`config.mk`:
```
export PLATFORM = sky130hd
export DESIGN_NAME = crc_serial_tx
export DESIGN_NICKNAME = d
export VERILOG_FILES = /design/src/rtl/crc_tx_pkg.sv /design/src/rtl/crc_tx_dpath.sv /design/src/rtl/crc_tx_ctrl.sv /design/src/rtl/crc_serial_tx.sv
export SDC_FILE = /design/constraint.sdc
export NUM_CORES = 1
export LEC_CHECK = 0
export ABC_CLOCK_PERIOD_IN_PS = 2100
export BUFFER_PORTS_ARGS = -buffer_cell sky130_fd_sc_hd__buf_4
export CELL_PAD_IN_SITES_DETAIL_PLACEMENT = 1
export CELL_PAD_IN_SITES_GLOBAL_PLACEMENT = 2
export CORE_MARGIN = 1.5
export CORE_UTILIZATION = 37
export CTS_CLUSTER_DIAMETER = 80
export DETAILED_ROUTE_END_ITERATION = 10
export GPL_TIMING_DRIVEN = 0
export PLACE_DENSITY_LB_ADDON = 0.25
export SLEW_MARGIN = 40
export SYNTH_ARGS = -nofsm -noshare
export SYNTH_HDL_FRONTEND = slang
export SYNTH_HIERARCHICAL = 1
export SYNTH_SLANG_ARGS = --single-unit
```
`constraint.sdc`:
```
create_clock -name clk -period 2.1 [get_ports clk]
set_input_delay 0.42 -clock clk [delete_from_list [all_inputs] [get_ports clk]]
set_output_delay 0.42 -clock clk [all_outputs]
set_load 0.01 [all_outputs]
```
`src/rtl/crc_tx_pkg.sv`:
```
package crc_tx_pkg;

  // Strobes from the sequencer to the shifting datapath.
  typedef struct packed {
    logic loadWord;   // capture the presented word
    logic clearCrc;   // zero the check register
    logic shiftData;  // move one data bit out and fold it into the check
    logic shiftCrc;   // move one check bit out
  } crcStrobes_t;

  typedef enum logic [1:0] {
    ST_IDLE  = 2'd0,
    ST_DATA  = 2'd1,
    ST_TRAIL = 2'd2,
    ST_DONE  = 2'd3
  } txState_t;

endpackage

```
`src/rtl/crc_tx_dpath.sv`:
```
module crc_tx_dpath
  import crc_tx_pkg::*;
#(
  parameter int WORD_W = 8,
  parameter int CRC_W = 16,
  parameter logic [CRC_W-1:0] POLY = 16'h1021
) (
  input  logic              clk,
  input  logic              rstN,
  input  crcStrobes_t       strb,
  input  logic [WORD_W-1:0] wordIn,
  output logic              serBit
);

  localparam int TOP = CRC_W - 1;

  logic [WORD_W-1:0] shReg;
  logic [CRC_W-1:0]  crcReg;
  logic [CRC_W-1:0]  crcStep;
  logic              feedback;

  assign feedback = shReg[WORD_W-1] ^ crcReg[TOP];

  // One stage of the feedback register per generator coefficient.
  for (genvar i = 0; i < CRC_W; i++) begin : g_stage
    if (i == 0) begin : g_lsb
      assign crcStep[i] = POLY[i] & feedback;
    end else begin : g_mid
      assign crcStep[i] = crcReg[i-1] ^ (POLY[i] & feedback);
    end
  end

  always_ff @(posedge clk or negedge rstN) begin
    if (!rstN) begin
      shReg <= '0;
    end else if (strb.loadWord) begin
      shReg <= wordIn;
    end else if (strb.shiftData) begin
      shReg <= {shReg[WORD_W-2:0], 1'b0};
    end
  end

  always_ff @(posedge clk or negedge rstN) begin
    if (!rstN) begin
      crcReg <= '0;
    end else if (strb.clearCrc) begin
      crcReg <= '0;
    end else if (strb.shiftData) begin
      crcReg <= crcStep;
    end else if (strb.shiftCrc) begin
      crcReg <= {crcReg[TOP-1:0], 1'b0};
    end
  end

  assign serBit = strb.shiftCrc ? crcReg[TOP] : shReg[WORD_W-1];

endmodule

```
`src/rtl/crc_tx_ctrl.sv`:
```
module crc_tx_ctrl
  import crc_tx_pkg::*;
#(
  parameter int WORD_W = 8,
  parameter int CRC_W = 16,
  parameter int MAX_WORDS = 255
) (
  input  logic        clk,
  input  logic        rstN,
  input  logic        inValid,
  input  logic        inFirst,
  input  logic        inLast,
  output logic        inReady,
  output logic        serValid,
  output logic        pktDone,
  output crcStrobes_t strb
);

  localparam int LONGEST = (CRC_W > WORD_W) ? CRC_W : WORD_W;
  localparam int BIT_W = $clog2(LONGEST);
  localparam int CNT_W = $clog2(MAX_WORDS + 1);
  localparam logic [BIT_W-1:0] DATA_END = BIT_W'(WORD_W - 1);
  localparam logic [BIT_W-1:0] TRAIL_END = BIT_W'(CRC_W - 1);
  localparam logic [CNT_W-1:0] CNT_LIMIT = CNT_W'(MAX_WORDS);

  txState_t         state, stateNext;
  logic [BIT_W-1:0] bitCnt;
  logic [CNT_W-1:0] wordCnt, cntNext;
  logic             endFlag;
  logic             accept;

  assign inReady  = (state == ST_IDLE);
  assign serValid = (state == ST_DATA) || (state == ST_TRAIL);
  assign pktDone  = (state == ST_DONE);
  assign accept   = inValid && inReady;
  assign cntNext  = inFirst ? CNT_W'(1) : wordCnt + CNT_W'(1);

  always_comb begin
    strb.loadWord  = accept;
    strb.clearCrc  = accept && inFirst;
    strb.shiftData = (state == ST_DATA);
    strb.shiftCrc  = (state == ST_TRAIL);
  end

  always_comb begin
    stateNext = state;
    unique case (state)
      ST_IDLE:  if (accept) stateNext = ST_DATA;
      ST_DATA:  if (bitCnt == DATA_END) stateNext = endFlag ? ST_TRAIL : ST_IDLE;
      ST_TRAIL: if (bitCnt == TRAIL_END) stateNext = ST_DONE;
      ST_DONE:  stateNext = ST_IDLE;
      default:  stateNext = ST_IDLE;
    endcase
  end

  always_ff @(posedge clk or negedge rstN) begin
    if (!rstN) begin
      state <= ST_IDLE;
    end else begin
      state <= stateNext;
    end
  end

  always_ff @(posedge clk or negedge rstN) begin
    if (!rstN) begin
      bitCnt <= '0;
    end else if (stateNext != state) begin
      bitCnt <= '0;
    end else if (serValid) begin
      bitCnt <= bitCnt + BIT_W'(1);
    end
  end

  // Word count and packet-end decision, fixed at acceptance time.
  always_ff @(posedge clk or negedge rstN) begin
    if (!rstN) begin
      wordCnt <= '0;
      endFlag <= 1'b0;
    end else if (accept) begin
      wordCnt <= cntNext;
      endFlag <= inLast || (cntNext >= CNT_LIMIT);
    end else if (state == ST_DONE) begin
      wordCnt <= '0;
      endFlag <= 1'b0;
    end
  end

endmodule

```
`src/rtl/crc_serial_tx.sv`:
```
module crc_serial_tx
  import crc_tx_pkg::*;
#(
  parameter int WORD_W = 8,
  parameter int CRC_W = 16,
  parameter logic [CRC_W-1:0] POLY = 16'h1021,
  parameter int MAX_WORDS = 255
) (
  input  logic              clk,
  input  logic              rstN,
  input  logic              inValid,
  output logic              inReady,
  input  logic [WORD_W-1:0] inData,
  input  logic              inFirst,
  input  logic              inLast,
  output logic              serOut,
  output logic              serValid,
  output logic              pktDone
);

  crcStrobes_t strb;

  crc_tx_ctrl #(
    .WORD_W(WORD_W), .CRC_W(CRC_W), .MAX_WORDS(MAX_WORDS)
  ) u_ctrl (
    .clk(clk), .rstN(rstN), .inValid(inValid), .inFirst(inFirst),
    .inLast(inLast), .inReady(inReady), .serValid(serValid),
    .pktDone(pktDone), .strb(strb)
  );

  crc_tx_dpath #(
    .WORD_W(WORD_W), .CRC_W(CRC_W), .POLY(POLY)
  ) u_dpath (
    .clk(clk), .rstN(rstN), .strb(strb), .wordIn(inData), .serBit(serOut)
  );

endmodule

```
==> impl_results.md <==
- Pin count of the biggest net entering global routing: 40
- Clk root buf: clkbuf_8
- Seq pwr share: 0.408
- Commonest cells after routing, fill and taps aside: nand2_1, dfrtp_1, buf_4, o21ai_0, mux2i_1
- Final count of hold timing violations: 0
- Chip height: 77.3 um
- Clk slew on worst S/H paths: 0.08 ns
- I/O pin total: 17
- Status: finished, final reports clean
- GRT overflow: 0
- Post-synth EDFFs: 0
- Setup crit end kind: flop
- Num CTS Buffers: 5
- Worst-margin pin slew: 0.523 ns
- DR WL/cell: between 10 and 15 um
- Post-route DRC: 0
- Netlist cell types: between 40 and 50
- Setup Viol. Count Final: 0
- RSZ-0062 raised after global routing: false
- Worst EP required: approximately 2.3 ns
- Clk Latency, worst-skew pair: 0.29 ns
- Initial Util: 0.392
- Antenna viol nets, final: 0
- Ys flop type: dfrtp_1
- Share of the synthesized area in the top cell type: 0.478
- Critical Path AT: 2.21 ns
- N_diodes: 0
- Initial drt markers: 80
- Nets@finish: 262
- Vias in the first global route: between 1500 and 2000
- # hold bufs at CTS: 0
- Syn Nets: ~230
- First-pass DRT Iterations: 4
- Max Fclk: around 0.50 GHz
- Yosys warns: 6
- Slew headroom: 0.651
- Die X-Extent: 77.3 um
- Post-synth ARST share: 1.00
- Worst path slowest cell: or4b_1
- Crit path kind: flop to flop
- Pwr dens: roughly 1300 nW/um2
- Initial antenna violation count: 0
- Max-cap check violation count: 0
- Lkg Pwr: 0.00105 uW
- Max incr delay on CP: ~0.5 ns
- TNS Setup: 0 ns
- Post-route minimum period: between 2 and 2.5 ns
- CTS tree: yes
- Area contributors post-synth: dfrtp_1, nand2_1, o21ai_0, ha_1, mux2i_1
- Min-Delay Path Class: input pin to asynchronous set/reset pin
- Yosys top cell by area: dfrtp_1
- Htree depth: 2
- Clock share of power: 0.182
- Int Power: roughly 1900 uW
- Syn Inst Count: 213
- Worst vdd ir: between 0.5 and 0.6 mV
- Seq/Total Area, Yosys: 0.478
- Core area: 5200 um2
- Critical-path cell list: ha_2 -> xnor2_1 -> or4b_1 -> a2111o_1 -> o31ai_1
- Syn avg cell area: 9.59 um2
- First-pass GRT wire length: around 7.9 mm
- DIE AREA: between 5000 and 6000 um2
- GRT Util Overall: 0.166
- FP Rows: 26
- Final Cell Area: around 2400 um2
- Synthesis-to-layout area growth: 18.1%
- Port Buffers: 15
- Clk_skew: roughly 0.013 ns
- Clock sink total: 39
- Switching Share: 0.377
- Final Wtd Congestion: 0.728
- Cell Area, Placed: 2240 um2
- Comb power frac: 0.410
- #FFs+latches synth: 39
- Dpl hpwl: around 3.1 mm
- Worst Setup Start Kind: flop
- Layout cells sized above 1: 0.190
- Commonest non-fill, non-tap cell in the layout: nand2_1
- Vias per inst: between 5 and 6
- WL final: around 4.4 mm
- Crit Path Max Fanout: 4
- Synth Cell Area: a little over 2000 um2
- Tcrit/Tclk final: 0.955
- Net Sw Power: around 1200 uW
- Max Root-Sink Buffers: 2
- Slew Limit Fails: 0
- Vias post-DR: around 1600
[final timing paths]
path	start	endpoint	cells after the start	slack, ns
max	u_ctrl/wordCnt[0]$_DFFE_PN0P_	u_ctrl/endFlag$_DFFE_PN0P_	5	0.09
min	rstN	u_dpath/crcReg[3]$_DFFE_PN0P_	1	0.10
max reg2reg	u_ctrl/wordCnt[0]$_DFFE_PN0P_	u_ctrl/endFlag$_DFFE_PN0P_	5	0.09
min reg2reg	u_dpath/crcReg[7]$_DFFE_PN0P_	u_dpath/crcReg[7]$_DFFE_PN0P_	2	0.48
max in group asynchronous	rstN	u_ctrl/state[0]$_DFF_PN0_	1	1.62
min in group clk	inData[6]	u_dpath/shReg[6]$_DFFE_PN0P_	3	0.34
[power groups by stage]
| stage | sequential [uW] | clock (uW) | combinational (uW) |
|---|---|---|---|
| after detailed placement | 1270 | 0 | 1180 |
| after global placement | 1260 | 0 | 1150 |
| after floorplan | 1210 | 0 | 902 |
| after CTS | 1260 | 577 | 1190 |
| final | 1250 | 558 | 1260 |
| after global routing | 1300 | 615 | 1450 |
[layer usage]
layer / part of all wire / vias to the layer above / wire length (um) / global-route usage
met2: 0.47 / 15 / 2080 / 0.250
met4: 0.0070 / 0 / 31 / 0.0436
met1: 0.50 / 789 / 2220 / 0.241
li1: - / 806 / - / -
met3: 0.020 / 4 / 88 / 0.0357
met5: 0 / - / 0 / 0
[critical path: cells and delay by family (launching register included)]
kind / cells / cell delay [ns]
adder cells (fa/ha/maj): 1 / 0.21
flip-flops: 1 / 0.44
AND/OR/NAND/NOR: 1 / 0.51
XOR/XNOR: 1 / 0.14
AO/OA/AOI/OAI: 2 / 0.63
[stage by stage]
step / util / power (uW) / std cells / hold slack [ns] / setup WS, ns
after floorplan: - / 2110 / 213 / 0.124 / 0.150
final: 0.463 / 3060 / 312 / 0.103 / 0.0941
after CTS: 0.452 / 3030 / 306 / 0.116 / 0.000740
after detailed placement: 0.431 / 2450 / 298 / 0.428 / 0.0166
after global placement: 0.431 / 2410 / 298 / 0.435 / 0.0291
after global routing: 0.463 / 3360 / 312 / 0.127 / 0.00211
[sequential cells by signal, indices dropped and copies added (netlist names)]
signal          cells
u_dpath/shReg       8
u_dpath/crcReg     16
u_ctrl/bitCnt       4
u_ctrl/endFlag      1
u_ctrl/state        2
u_ctrl/wordCnt      8
[layout make-up]
| cell class | instances | area, um2 |
|---|---|---|
| Inverter | 7 | 26.3 |
| Fill cell | 615 | 2790 |
| Multi-Input combinational cell | 157 | 1000 |
| Sequential cell | 39 | 978 |
| Timing Repair Buffer | 22 | 165 |
| Clock buffer | 8 | 100 |
| Buffer | 9 | 50.0 |
| Tap cell | 70 | 87.6 |
[cells in the mapped netlist, types with 3 or more instances]
master,n
o21ai_1,6
clkbuf_1,5
o21ai_0,22
dfrtp_1,39
a211oi_1,8
nand2_1,42
a21oi_1,5
inv_1,6
nor2b_1,3
xnor2_1,5
buf_4,3
or3_1,3
nand3_1,7
nor2_1,6
mux2i_1,9
ha_1,8
[kinds of logic after synthesis]
group / count (synthesis) / share of synthesized area
adders and majority gates: 8 / 0.0490
and+or+nand+nor: 74 / 0.172
DFF: 39 / 0.478
buffers and inverters: 17 / 0.0380
muxes: 10 / 0.0496
xor gates and xnor gates: 8 / 0.0380
AOI/OAI and AO/OA: 57 / 0.175
[repair_timing]
action	4_1_cts	5_1_grt
setup endpoints to repair	1	21
gates resized for setup	3	7
buffers inserted	0	7
pin swaps	0	1
gates cloned	0	0
(Power assumes the default switching activity.)
